$ cat config.mk
export PLATFORM = sky130hd
export DESIGN_NAME = ss_manager
export DESIGN_NICKNAME = d
export VERILOG_FILES = /design/src/rtl/ss_pkg.sv /design/src/rtl/ss_sync.sv /design/src/rtl/ss_fault.sv /design/src/rtl/ss_out_gen.sv /design/src/rtl/ss_manager.sv
export SDC_FILE = /design/constraint.sdc
export NUM_CORES = 1
export LEC_CHECK = 0
export ABC_CLOCK_PERIOD_IN_PS = 2000
export BUFFER_PORTS_ARGS = -buffer_cell sky130_fd_sc_hd__buf_2
export CELL_PAD_IN_SITES_DETAIL_PLACEMENT = 0
export CELL_PAD_IN_SITES_GLOBAL_PLACEMENT = 1
export CORE_AREA = 4 4 41 43
export DETAILED_ROUTE_END_ITERATION = 6
export DIE_AREA = 0 0 45 47
export PLACE_DENSITY = 0.67
export SKIP_CTS_REPAIR_TIMING = 1
export SYNTH_ARGS = -nofsm -noshare
export SYNTH_HDL_FRONTEND = slang
export SYNTH_SLANG_ARGS = --single-unit
$ cat constraint.sdc
create_clock -name clk_i -period 2 [get_ports clk_i]
set_clock_uncertainty 0.15 [all_clocks]
set_input_delay 0.3 -clock clk_i [delete_from_list [all_inputs] [get_ports clk_i]]
set_output_delay 0.3 -clock clk_i [all_outputs]
set_load 0.1 [all_outputs]
$ cat src/rtl/ss_pkg.sv
package ss_pkg;

    typedef enum logic [1:0] {
        SEL_FIRMWARE = 2'd0,
        SEL_DRIVEN   = 2'd1,
        SEL_SENSED   = 2'd2
    } sel_policy_e;

    typedef struct packed {
        logic en;
        logic master;
        logic sw_mgmt;
        logic sw_sel;
        logic out_en;
        logic pulse_en;
    } sel_cfg_t;

    function automatic sel_policy_e decode_policy(input sel_cfg_t cfg);
        if (cfg.sw_mgmt)     return SEL_FIRMWARE;
        else if (cfg.out_en) return SEL_DRIVEN;
        else                 return SEL_SENSED;
    endfunction

endpackage

$ cat src/rtl/ss_sync.sv
module ss_sync #(
    parameter int STAGES = 2
) (
    input  logic clk_i,
    input  logic rst_i,
    input  logic d_i,
    output logic q_o
);
    logic [STAGES-1:0] chain_q;

    generate
        if (STAGES == 1) begin : g_single
            always_ff @(posedge clk_i) begin
                if (rst_i) chain_q <= '1;
                else       chain_q <= d_i;
            end
        end else begin : g_multi
            always_ff @(posedge clk_i) begin
                if (rst_i) chain_q <= '1;
                else       chain_q <= {chain_q[STAGES-2:0], d_i};
            end
        end
    endgenerate

    assign q_o = chain_q[STAGES-1];
endmodule

$ cat src/rtl/ss_fault.sv
module ss_fault (
    input  logic clk_i,
    input  logic rst_i,
    input  logic watch_i,
    input  logic pin_sync_i,
    input  logic clr_i,
    output logic fault_o
);
    logic fault_q;

    always_ff @(posedge clk_i) begin
        if (rst_i)                       fault_q <= 1'b0;
        else if (watch_i && !pin_sync_i) fault_q <= 1'b1;
        else if (clr_i)                  fault_q <= 1'b0;
    end

    assign fault_o = fault_q;

    // only a clear request can drop the flag
    assert_fault_sticky_R8: assert property (@(posedge clk_i) disable iff (rst_i)
        $past(fault_q) && !$past(clr_i) |-> fault_q);
endmodule

$ cat src/rtl/ss_out_gen.sv
module ss_out_gen #(
    parameter int SCK_DIV = 4
) (
    input  logic clk_i,
    input  logic rst_i,
    input  logic active_i,
    input  logic oe_req_i,
    input  logic pulse_en_i,
    input  logic frame_start_i,
    input  logic frame_end_i,
    input  logic next_pending_i,
    output logic nss_o,
    output logic oe_o
);
    localparam int CW = $clog2(SCK_DIV + 1);
    localparam logic [CW-1:0] PULSE_LEN = CW'(SCK_DIV);

    logic          armed_q;
    logic [CW-1:0] cnt_q, cnt_d;
    logic          nss_q, oe_q;
    logic          start;

    assign start = active_i && pulse_en_i && frame_end_i && next_pending_i && armed_q;

    always_comb begin
        if (!active_i)        cnt_d = '0;
        else if (start)       cnt_d = PULSE_LEN;
        else if (cnt_q != '0) cnt_d = cnt_q - 1'b1;
        else                  cnt_d = '0;
    end

    always_ff @(posedge clk_i) begin
        if (rst_i) begin
            armed_q <= 1'b0;
            cnt_q   <= '0;
            nss_q   <= 1'b1;
            oe_q    <= 1'b0;
        end else begin
            if (!active_i)          armed_q <= 1'b0;
            else if (frame_start_i) armed_q <= 1'b1;
            else if (frame_end_i)   armed_q <= 1'b0;
            cnt_q <= cnt_d;
            nss_q <= !active_i || (cnt_d != '0);
            oe_q  <= oe_req_i;
        end
    end

    assign nss_o = nss_q;
    assign oe_o  = oe_q;

    // a rise while continuously active must come from a queued word end
    assert_pulse_cause_R4: assert property (@(posedge clk_i) disable iff (rst_i)
        $rose(nss_q) && $past(active_i, 2) && $past(active_i)
        |-> $past(frame_end_i && next_pending_i && pulse_en_i));
endmodule

$ cat src/rtl/ss_manager.sv
module ss_manager
    import ss_pkg::*;
#(
    parameter int SCK_DIV     = 4,
    parameter int SYNC_STAGES = 2
) (
    input  logic clk_i,
    input  logic rst_i,
    input  logic en_i,
    input  logic master_i,
    input  logic sw_mgmt_i,
    input  logic sw_sel_i,
    input  logic out_en_i,
    input  logic pulse_en_i,
    input  logic fault_clr_i,
    input  logic frame_start_i,
    input  logic frame_end_i,
    input  logic next_pending_i,
    input  logic nss_in_i,
    output logic nss_o,
    output logic nss_oe_o,
    output logic ss_int_o,
    output logic mode_fault_o,
    output logic force_slave_o,
    output logic eff_master_o,
    output logic eff_en_o
);
    sel_cfg_t    cfg;
    sel_policy_e policy;
    logic        pin_sync, fault, eff_master, eff_en, drive_active, drive_req, watch;

    assign cfg = '{en: en_i, master: master_i, sw_mgmt: sw_mgmt_i,
                   sw_sel: sw_sel_i, out_en: out_en_i, pulse_en: pulse_en_i};
    assign policy = decode_policy(cfg);

    assign eff_en       = cfg.en && !fault;
    assign eff_master   = cfg.master && !fault;
    assign drive_req    = (policy == SEL_DRIVEN) && eff_master;
    assign drive_active = drive_req && eff_en;
    assign watch        = (policy == SEL_SENSED) && cfg.en && cfg.master;

    ss_sync #(.STAGES(SYNC_STAGES)) i_sync (
        .clk_i(clk_i), .rst_i(rst_i), .d_i(nss_in_i), .q_o(pin_sync)
    );

    ss_fault i_fault (
        .clk_i(clk_i), .rst_i(rst_i), .watch_i(watch),
        .pin_sync_i(pin_sync), .clr_i(fault_clr_i), .fault_o(fault)
    );

    ss_out_gen #(.SCK_DIV(SCK_DIV)) i_out (
        .clk_i(clk_i), .rst_i(rst_i), .active_i(drive_active), .oe_req_i(drive_req),
        .pulse_en_i(cfg.pulse_en), .frame_start_i(frame_start_i),
        .frame_end_i(frame_end_i), .next_pending_i(next_pending_i),
        .nss_o(nss_o), .oe_o(nss_oe_o)
    );

    always_comb begin
        unique case (policy)
            SEL_FIRMWARE: ss_int_o = cfg.sw_sel;
            SEL_DRIVEN:   ss_int_o = eff_master ? 1'b1 : pin_sync;
            default:      ss_int_o = pin_sync;
        endcase
    end

    assign mode_fault_o  = fault;
    assign force_slave_o = fault && cfg.master;
    assign eff_master_o  = eff_master;
    assign eff_en_o      = eff_en;

    // the pad driver only turns on after a driven-policy master request
    assert_oe_policy_R10: assert property (@(posedge clk_i) disable iff (rst_i)
        nss_oe_o |-> $past(!sw_mgmt_i && out_en_i && master_i));
    // a disabled peripheral leaves the line high
    assert_idle_high_R3: assert property (@(posedge clk_i) disable iff (rst_i)
        $past(!en_i) |-> nss_o);
    // a fault only arises for a sensed-policy master
    assert_fault_origin_R7: assert property (@(posedge clk_i) disable iff (rst_i)
        $rose(mode_fault_o) |-> $past(master_i && !sw_mgmt_i && !out_en_i && en_i));
    // a fault held over two cycles keeps the pad released
    assert_fault_releases_pad_R7: assert property (@(posedge clk_i) disable iff (rst_i)
        mode_fault_o && $past(mode_fault_o) |-> !nss_oe_o);
endmodule

==> metrics.txt, run 1 <==
Avg Vias per Cell=between 4 and 5; Root Buffer=clkbuf_4; crit path capture type=output port; synth-to-layout area growth=48.4%; PwrDens=742 mW/mm^2; dpl ws=around 230 ps; Max Slew Vio Count=0; vias in the first global route=~360; RSZ-0062 raised after global routing=false; WHS=~76 ps; final net count=75; Vias=340; max_cap viols=0; CORE AREA=0.00130 sq mm; clock slew at reported path FFs=approximately 60 ps; sequential area share after synthesis=between 50 and 60%; Ys Warns=0; I/O Buffers=19; Routed Antenna Nets=0; # diodes=0; CTS Buf Count=3; DR WL/cell=approximately 9.4 um; Residual DRC=0; Mapped Nets=slightly above 50; Detailed Routing Iterations Pass 1=2; Setup crit start kind=register; Hold WC Path Type=in -> reg; # rows=13; gr usage total=9.59%; Static Leak=around 0.00022 uW; Yosys reg bits=9; share of layout cells above drive strength 1=50.8%; H-tree depth=1; CTS tree=yes; Syn Inst Count=38; Final period util=between 90% and 100%; area occupied by multi-input gates=190 sq um; largest net degree at the start of global routing=9; fin crit period=around 1800 ps; Data required, critical path=between 1500 and 2000 ps; Horiz. Die Dim=45 um; Avg Synthesized Cell Area=between 9 and 10 sq um; Crit Path Class=reg -> out; setup slack after layout=175 ps; worst vdd ir=between 0.0003 and 0.0004 V; die area=around 0.0021 sq mm; slew margin rel.=67.8%; Mapped Area=approximately 350 sq um; Critical Path AT=approximately 1400 ps; Final setup viols=0; hpwl dp=just under 600 um; worst slew pin tran=486 ps; num ports=20; Die Y=47 um; FMAX=between 500 and 600 MHz; post-route insts no fill=76; Cell Count Post-Placement=72; Initial Util=between 20% and 30%; global-route wire length before repair=between 1 and 1.5 mm; Reg area=between 150 and 200 sq um; status=finished, final reports clean; WL final=approximately 720 um; Clock Sinks=9; remaining global-route overflow=0; fillers=between 100 and 150; Clock Tree Buf Depth=2; antenna violations before repair=0; Hold Fails Final Rpt=0; clk_lat worst skew=between 200 and 300 ps; Synth cell types=17; GPL Wtd Cong=approximately 0.66; utilization after layout=roughly two fifths; DR iter-0 viols=3; crit-path max FO=8
-- power breakdown --
part / total, uW / switching (uW) / internal (uW) / leakage [uW]
sequential: 182 / 1.36 / 181 / 0.0000740
combinational: 68.6 / 48.8 / 19.8 / 0.000132
clock: 133 / 56.8 / 76.5 / 0.0000150
total: 384 / 107 / 277 / 0.000221
-- metal layers --
metal / track usage, % / vias up / routed length, um
met3: 5.75 / 0 / 71
met2: 14.4 / 15 / 326
met1: 10.6 / 147 / 316
met4: 5.26 / 0 / 0
li1: - / 178 / -
met5: 0 / - / 0
-- kinds of logic after synthesis --
| logic type | share of synthesized area [%] |
|---|---|
| simple gates | 37.3 |
| flops | 51.6 |
| compound gates | 10.0 |
| buf+inv | 1.07 |
-- path summary, 6_finish.rpt --
path / startpoint / end / slack [ps] / cells after the start
hold reg to reg: i_sync.chain_q[0] / i_sync.chain_q[1] / 270 / 1
setup / recovery: i_fault.fault_o / ss_int_o / 170 / 4
hold / removal: rst_i / i_fault.fault_o / 80 / 2
setup reg to reg: i_fault.fault_o / i_out.nss_o / 670 / 2
-- state kept, by name (all words and copies together), names as in the netlist --
name	flops
i_fault.fault_o	1
i_out.armed_q	1
i_out.cnt_q	3
i_out.nss_o	1
i_out.oe_o	1
i_sync.chain_q	2
-- cell type report --
cell class	count	share of cell area (%)
multi-input combinational	28	36.7
sequential	9	35.5
timing repair buffer	19	18.4
tap	15	3.62
inverter	1	0.725
clock buffer	4	5.07
-- critical path: stages, from the launching register on --
cell	delay (ps)
dfxtp_4	370
nor2b_4	120
a21oi_2	70
o21ai_4	130
buf_2	430
-- cell usage in the layout (no fill, tap or decap) --
cell type / instances
clkbuf_4: 3
buf_2: 19
a21oi_2: 1
nor2b_2: 1
nor3b_1: 1
dfxtp_4: 1
or3b_1: 1
nand2_1: 4
clkbuf_1: 1
inv_1: 1
nor3_2: 1
o21ai_0: 1
and2_1: 1
a21oi_1: 4
nand2b_1: 2
or3_1: 1
nor2_1: 3
nand4_1: 1
or2_2: 2
dfxtp_1: 8
nor2b_4: 1
or4b_4: 1
or4_1: 1
o21ai_4: 1
-- metrics by stage --
stage	total power, uW	area (sq um)	setup TNS, ps
finish	384	518	0
global route	413	518	0
CTS	395	518	0
detailed placement	255	492	0
global placement	255	492	0
floorplan	235	378	-199
-- synthesized netlist by cell type --
| cell | n | area share (%) |
|---|---|---|
| nor2_1 | 3 | 3.2 |
| or3_1 | 1 | 1.8 |
| inv_1 | 1 | 1.1 |
| nand4_1 | 1 | 1.8 |
| nor3_2 | 1 | 2.9 |
| nand2b_1 | 2 | 3.6 |
| nor2b_1 | 2 | 3.6 |
| nor3b_1 | 1 | 2.2 |
| or2_2 | 2 | 3.6 |
| or4b_4 | 1 | 3.9 |
| nand2_1 | 4 | 4.3 |
| or4_1 | 1 | 2.2 |
| or3b_1 | 1 | 2.5 |
| a21oi_1 | 5 | 7.2 |
| dfxtp_1 | 9 | 52 |
| o21ai_0 | 2 | 2.9 |
| and2_1 | 1 | 1.8 |
No activity file was read; power rests on OpenSTA's default activity.
==> inputs of run 2 (changes only) <==
--- a/config.mk
+++ b/config.mk
@@ -5,14 +5,15 @@
 export SDC_FILE = /design/constraint.sdc
 export NUM_CORES = 1
 export LEC_CHECK = 0
-export ABC_CLOCK_PERIOD_IN_PS = 2000
+export ABC_AREA = 1
+export ABC_CLOCK_PERIOD_IN_PS = 2110
 export BUFFER_PORTS_ARGS = -buffer_cell sky130_fd_sc_hd__buf_2
 export CELL_PAD_IN_SITES_DETAIL_PLACEMENT = 0
 export CELL_PAD_IN_SITES_GLOBAL_PLACEMENT = 1
-export CORE_AREA = 4 4 41 43
+export CORE_MARGIN = 4
+export CORE_UTILIZATION = 30
 export DETAILED_ROUTE_END_ITERATION = 6
-export DIE_AREA = 0 0 45 47
-export PLACE_DENSITY = 0.67
+export PLACE_DENSITY = 0.75
 export SKIP_CTS_REPAIR_TIMING = 1
 export SYNTH_ARGS = -nofsm -noshare
 export SYNTH_HDL_FRONTEND = slang
==> constraint.sdc (replaced) <==
create_clock -name clk_i -period 2.11 [get_ports clk_i]
set_clock_uncertainty 0.15 [all_clocks]
set_input_delay 0.3165 -clock clk_i [delete_from_list [all_inputs] [get_ports clk_i]]
set_output_delay 0.3165 -clock clk_i [all_outputs]
set_load 0.1 [all_outputs]
==> run 2 against run 1 <==
Count of clock-buffer cells in the layout unchanged. Via count grew 20%. Combinational power rose by 3.9%. Sequential share of layout area is 4.4 points lower. Cell count rose by 30%. Wire length rose by 17%. Utilization grew 4.4 points. Highest routed layer is now met4.
==> metrics.txt, run 2 <==
Avg Vias per Cell=4.12 (was 4.47); Die Y=45.6 um (was 47 um); Vias=408 (was 340); I/O Buffers=19 (unchanged); Reg2Reg Setup Slack=1000 ps (was 670 ps); commonest non-fill, non-tap cell in the layout=buf_2 (unchanged); Synth area leader=dfxtp_1 (unchanged); top-area cell type share of the netlist area=42.5% (was 51.6%); sequential area share after synthesis=42.5% (was 51.6%); slew margin rel.=67.5% (was 67.8%); count leader, synth=inv_1 (was dfxtp_1); Crit Path Class=reg -> out (unchanged); Yosys reg bits=9 (unchanged); Critical Path AT=1280 ps (was 1380 ps); antenna violations before repair=0 (unchanged); crit path capture type=output port (unchanged); RSZ-0062 raised after global routing=false (unchanged); share of layout cells above drive strength 1=40.5% (was 50.8%); # rows=13 (unchanged); Post-synth top cells=inv_1, nand2_1, dfxtp_1 (was dfxtp_1, a21oi_1, nand2_1); DR iter-0 viols=8 (was 3); Clock Tree Buf Depth=2 (unchanged); global-route wire length before repair=1.37 mm (was 1.39 mm); largest net degree at the start of global routing=7 (was 9); crit-path max FO=5 (was 8); Mapped Nets=74 (was 51); num ports=20 (unchanged); remaining global-route overflow=0 (unchanged); CTS tree=yes (unchanged); CORE AREA=0.00132 sq mm (was 0.00130 sq mm); post-route insts no fill=99 (was 76); commonest non-fill, non-tap cells in the layout=buf_2, inv_1, nand2_1 (was buf_2, dfxtp_1, nand2_1, a21oi_1); Avg Synthesized Cell Area=6.95 sq um (was 9.19 sq um); GPL Wtd Cong=0.690 (was 0.659); Clock Sinks=9 (unchanged); fin crit period=1750 ps; top flop regs=i_out.cnt_q (3), i_sync.chain_q (2) (unchanged); Detailed Routing Iterations Pass 1=3 (was 2); max reg flops=3 (unchanged); Final period util=slightly above 80%; Cell Count Post-Placement=95 (was 72); most common flop cell mapped by yosys=dfxtp_1 (unchanged); asr flop ratio synth=0% (unchanged); H-tree depth=1 (unchanged); final net count=98 (was 75); synth-to-layout area growth=37.5% (was 48.4%); Setup crit start kind=register (unchanged); # diodes=0 (unchanged); Syn Inst Count=61 (was 38); worst vdd ir=0.000324 V (was 0.000312 V); Hold WC Path Type=in -> reg (unchanged); Initial Util=32.2% (was 26.8%); clock slew at reported path FFs=60 ps (about the same); worst slew pin tran=490 ps (was 486 ps); fillers=142 (was 140); Max Slew Vio Count=0 (unchanged); PwrDens=641 mW/mm^2 (was 742 mW/mm^2); die area=0.00208 sq mm (was 0.00212 sq mm); Mapped Area=424 sq um (was 349 sq um); Routed Antenna Nets=0 (unchanged); EDFF count, synth=0 (unchanged); Final setup viols=0 (unchanged); top cells by area, synth=dfxtp_1, inv_1, nand2_1 (was dfxtp_1, a21oi_1, nand2_1); WL final=833 um (was 715 um); max_cap viols=0 (unchanged); Root Buffer=clkbuf_4 (unchanged); post-route setup TNS=0 ps (unchanged); status=finished, final reports clean (unchanged); Ys Warns=0 (unchanged); Biggest register=i_out.cnt_q (unchanged); Data required, critical path=1640 ps (was 1550 ps); FMAX=roughly 570 MHz; vias in the first global route=359 (was 356); Synth cell types=17 (unchanged); clk_lat worst skew=250 ps (about the same); Hold Fails Final Rpt=0 (unchanged); Horiz. Die Dim=45.6 um (was 45 um); Static Leak=0.000311 uW (was 0.000221 uW); CTS Buf Count=3 (unchanged); gr usage total=9.37% (was 9.59%); hpwl dp=674 um (was 593 um); Residual DRC=0 (unchanged); DR WL/cell=8.41 um (was 9.41 um)
run 2: where the power goes:
group	switching [uW]	internal, uW	total (uW)	leakage [uW]
logic	52.6	18.6	71.3	0.000222
registers	0.824	173	174	0.0000737
clock network	56.1	72.6	129	0.0000150
total	110	264	374	0.000311
run 2: final timing paths:
path	depth (start not counted)	endpoint	from
worst max-delay path	4	ss_int_o	i_fault.fault_o
worst min-delay path	2	i_sync.chain_q[0]	nss_in_i
worst max register to register	6	i_out.nss_o	i_fault.fault_o
worst min register to register	1	i_sync.chain_q[1]	i_sync.chain_q[0]
run 2: layer usage:
metal | track usage (%) | part of all wire [%] | vias to the layer above
met5 | 0 | 0 | -
met4 | 3.51 | 1.3 | 0
met3 | 6.32 | 9.7 | 2
met2 | 13.4 | 42 | 15
met1 | 11.0 | 47 | 160
li1 | - | - | 231
run 2: through the flow:
step	instance area, sq um	power, uW	util (%)	hold slack [ps]	setup WS [ps]
after floorplan	443	228	-	228	84.1
after global routing	583	400	44.3	84.2	281
after global placement	557	249	42.3	245	456
after CTS	583	383	44.3	84.6	335
final	583	374	44.3	92.6	360
after detailed placement	557	249	42.3	250	434
run 2: cells by family after synthesis:
kind of cell	synth area share [%]
AO/OA/AOI/OAI	7.08
flip-flops	42.5
AND/OR/NAND/NOR	38.1
buffers and inverters	12.4
run 2: critical path, stage by stage (launching register included):
cell and delay (ps):
dfxtp_2 350, nor2_4 80, nand2_1 100, nand2_4 80, buf_2 410
run 2: layout make-up:
class | count | area [sq um] | area share, %
clock buffer | 4 | 26.3 | 4.51
tap | 15 | 18.8 | 3.22
sequential | 9 | 181 | 31.1
inverter | 14 | 52.6 | 9.01
multi-input combinational | 38 | 209 | 35.8
timing repair buffer | 19 | 95.1 | 16.3
==> inputs of run 3 (changes only) <==
--- a/config.mk
+++ b/config.mk
@@ -6,14 +6,14 @@
 export NUM_CORES = 1
 export LEC_CHECK = 0
 export ABC_AREA = 1
-export ABC_CLOCK_PERIOD_IN_PS = 2110
+export ABC_CLOCK_PERIOD_IN_PS = 1600
 export BUFFER_PORTS_ARGS = -buffer_cell sky130_fd_sc_hd__buf_2
 export CELL_PAD_IN_SITES_DETAIL_PLACEMENT = 0
 export CELL_PAD_IN_SITES_GLOBAL_PLACEMENT = 1
 export CORE_MARGIN = 4
-export CORE_UTILIZATION = 30
+export CORE_UTILIZATION = 25
 export DETAILED_ROUTE_END_ITERATION = 6
-export PLACE_DENSITY = 0.75
+export PLACE_DENSITY = 0.66
 export SKIP_CTS_REPAIR_TIMING = 1
 export SYNTH_ARGS = -nofsm -noshare
 export SYNTH_HDL_FRONTEND = slang
==> constraint.sdc (replaced) <==
create_clock -name clk_i -period 1.6 [get_ports clk_i]
set_clock_uncertainty 0.15 [all_clocks]
set_input_delay 0.24 -clock clk_i [delete_from_list [all_inputs] [get_ports clk_i]]
set_output_delay 0.24 -clock clk_i [all_outputs]
set_load 0.1 [all_outputs]
==> run 3 against run 2 <==
Sequential share of layout area fell by 3.8 points. Total power rose by 37%. Non-clock buffer count rose by 1. Sequential power rose by 30%. Utilization fell by 1.0 points. Cell area rose by 16%. Critical path depth rose by 2. Setup slack got worse by 240 ps. First-iteration DRC count fell by 38%. Critical path type unchanged. Critical endpoint unchanged.
==> metrics.txt, run 3 (synthesis gave the netlist of run 2 again) <==
crit-path max FO=2 (was 5); Residual DRC=0 (unchanged); Final period util=~93%; utilization after layout=43.3% (was 44.3%); dpl ws=290 ps (was 434 ps); CP startpoint=i_sync.chain_q[1] (was i_fault.fault_o); global-route wire length before repair=1.39 mm (was 1.37 mm); Hold Crit Start=nss_in_i (unchanged); setup slack after layout=117 ps (was 360 ps); Die Y=49.2 um (was 45.6 um); remaining global-route overflow=0 (unchanged); Hold Fails Final Rpt=0 (unchanged); # diodes=0 (unchanged); Final setup viols=0 (unchanged); PwrDens=759 mW/mm^2 (was 641 mW/mm^2); I/O Buffers=19 (unchanged); clk_lat worst skew=250 ps (about the same); # rows=14 (was 13); commonest non-fill, non-tap cells in the layout=buf_2, inv_1, nand2_1 (unchanged); total power=512 uW (was 374 uW); max reg flops=3 (unchanged); Initial Util=27.2% (was 32.2%); max_cap viols=0 (unchanged); Hold WC Path Type=in -> reg (unchanged); WL final=872 um (was 833 um); RSZ-0062 raised after global routing=false (unchanged); Detailed Routing Iterations Pass 1=4 (was 3); gr usage total=7.65% (was 9.37%); synth-to-layout area growth=59.0% (was 37.5%); worst slew pin tran=490 ps (about the same); vias in the first global route=340 (was 359); die area=0.00242 sq mm (was 0.00208 sq mm); Design Area, Final=674 sq um (was 583 sq um); fin crit period=1480 ps; final net count=99 (was 98); hpwl dp=770 um (was 674 um); Static Leak=0.000334 uW (was 0.000311 uW); worst vdd ir=0.000400 V (was 0.000324 V); Routed Antenna Nets=0 (unchanged); Cell Area, Placed=648 sq um (was 557 sq um); slew margin rel.=67.6% (was 67.5%); top flop regs=i_out.cnt_q (3), i_sync.chain_q (2) (unchanged); Crit Path Class=reg -> out (unchanged); Root Buffer=clkbuf_4 (unchanged); Clock Sinks=9 (unchanged); crit path capture type=output port (unchanged); Setup crit start kind=register (unchanged); H-tree depth=1 (unchanged); Avg Vias per Cell=4.20 (was 4.12); commonest non-fill, non-tap cell in the layout=buf_2 (unchanged); CTS Buf Count=3 (unchanged); antenna violations before repair=0 (unchanged); Vias=424 (was 408); DR iter-0 viols=5 (was 8); Clock Tree Buf Depth=2 (unchanged); share of layout cells above drive strength 1=43.5% (was 40.5%); FMAX=approximately 670 MHz; DR WL/cell=8.63 um (was 8.41 um); Reg-to-Reg Start=i_fault.fault_o (unchanged); Max Slew Vio Count=0 (unchanged); Critical Path AT=1090 ps (was 1280 ps); Biggest register=i_out.cnt_q (unchanged); num ports=20 (unchanged); status=finished, final reports clean (unchanged); Horiz. Die Dim=49.2 um (was 45.6 um); CORE AREA=0.00156 sq mm (was 0.00132 sq mm); Data required, critical path=1210 ps (was 1640 ps); clock slew at reported path FFs=50 ps (was 60 ps); largest net degree at the start of global routing=7 (unchanged); CTS tree=yes (unchanged); GPL Wtd Cong=0.670 (was 0.690)
## run 3: cell count changes in the layout (fill, tap and decap cells not counted), sizes merged
cell      before  now
clkinvlp       0    1
inv           14   13
buf           19   20
## run 3: per-stage QoR
stage,setup TNS [ps],hold slack [ps],std cells
2_1_floorplan,-196,149,61
5_1_grt,0,30.4,101
4_1_cts,0,18.5,101
3_3_place_gp,0,242,97
3_5_place_dp,0,249,97
6_report,0,23.3,101
## run 3: per-layer routing
layer  up-vias  wire, um  global-route usage (%)
met2         9       454                    12.3
met4         0        14                    2.84
li1        234         -                       -
met1       179       345                    7.95
met3         2        58                    4.89
met5         -         0                       0
## run 3: critical path: stages (launching register included)
cell and delay [ps]:
dfxtp_1 300, inv_1 50, nand2_1 50, o21ai_0 70, buf_4 160, nand2_8 50
buf_12 160
## run 3: path summary, 6_finish.rpt
check                            to  slack, ps  cells past startpoint
hold / removal    i_sync.chain_q[0]         20                      2
setup reg to reg        i_out.nss_o        470                      6
setup / recovery           ss_int_o        120                      6
hold reg to reg   i_sync.chain_q[1]        260                      1
## run 3: where the power goes
group | internal [uW] | leakage (uW) | switching (uW)
Combinational | 43.1 | 0.000245 | 75.9
Sequential | 226 | 0.0000740 | 0.915
Clock | 95.5 | 0.0000150 | 70.5
Total | 365 | 0.000334 | 147
## run 3: area by class of cell
cell class,count,area (sq um)
fillers,169,885
multi-input cells,38,225
flip-flops and latches,9,184
repair buffers,20,163
inverters,14,56.3
clock buffers,4,26.3
well taps,16,20.0
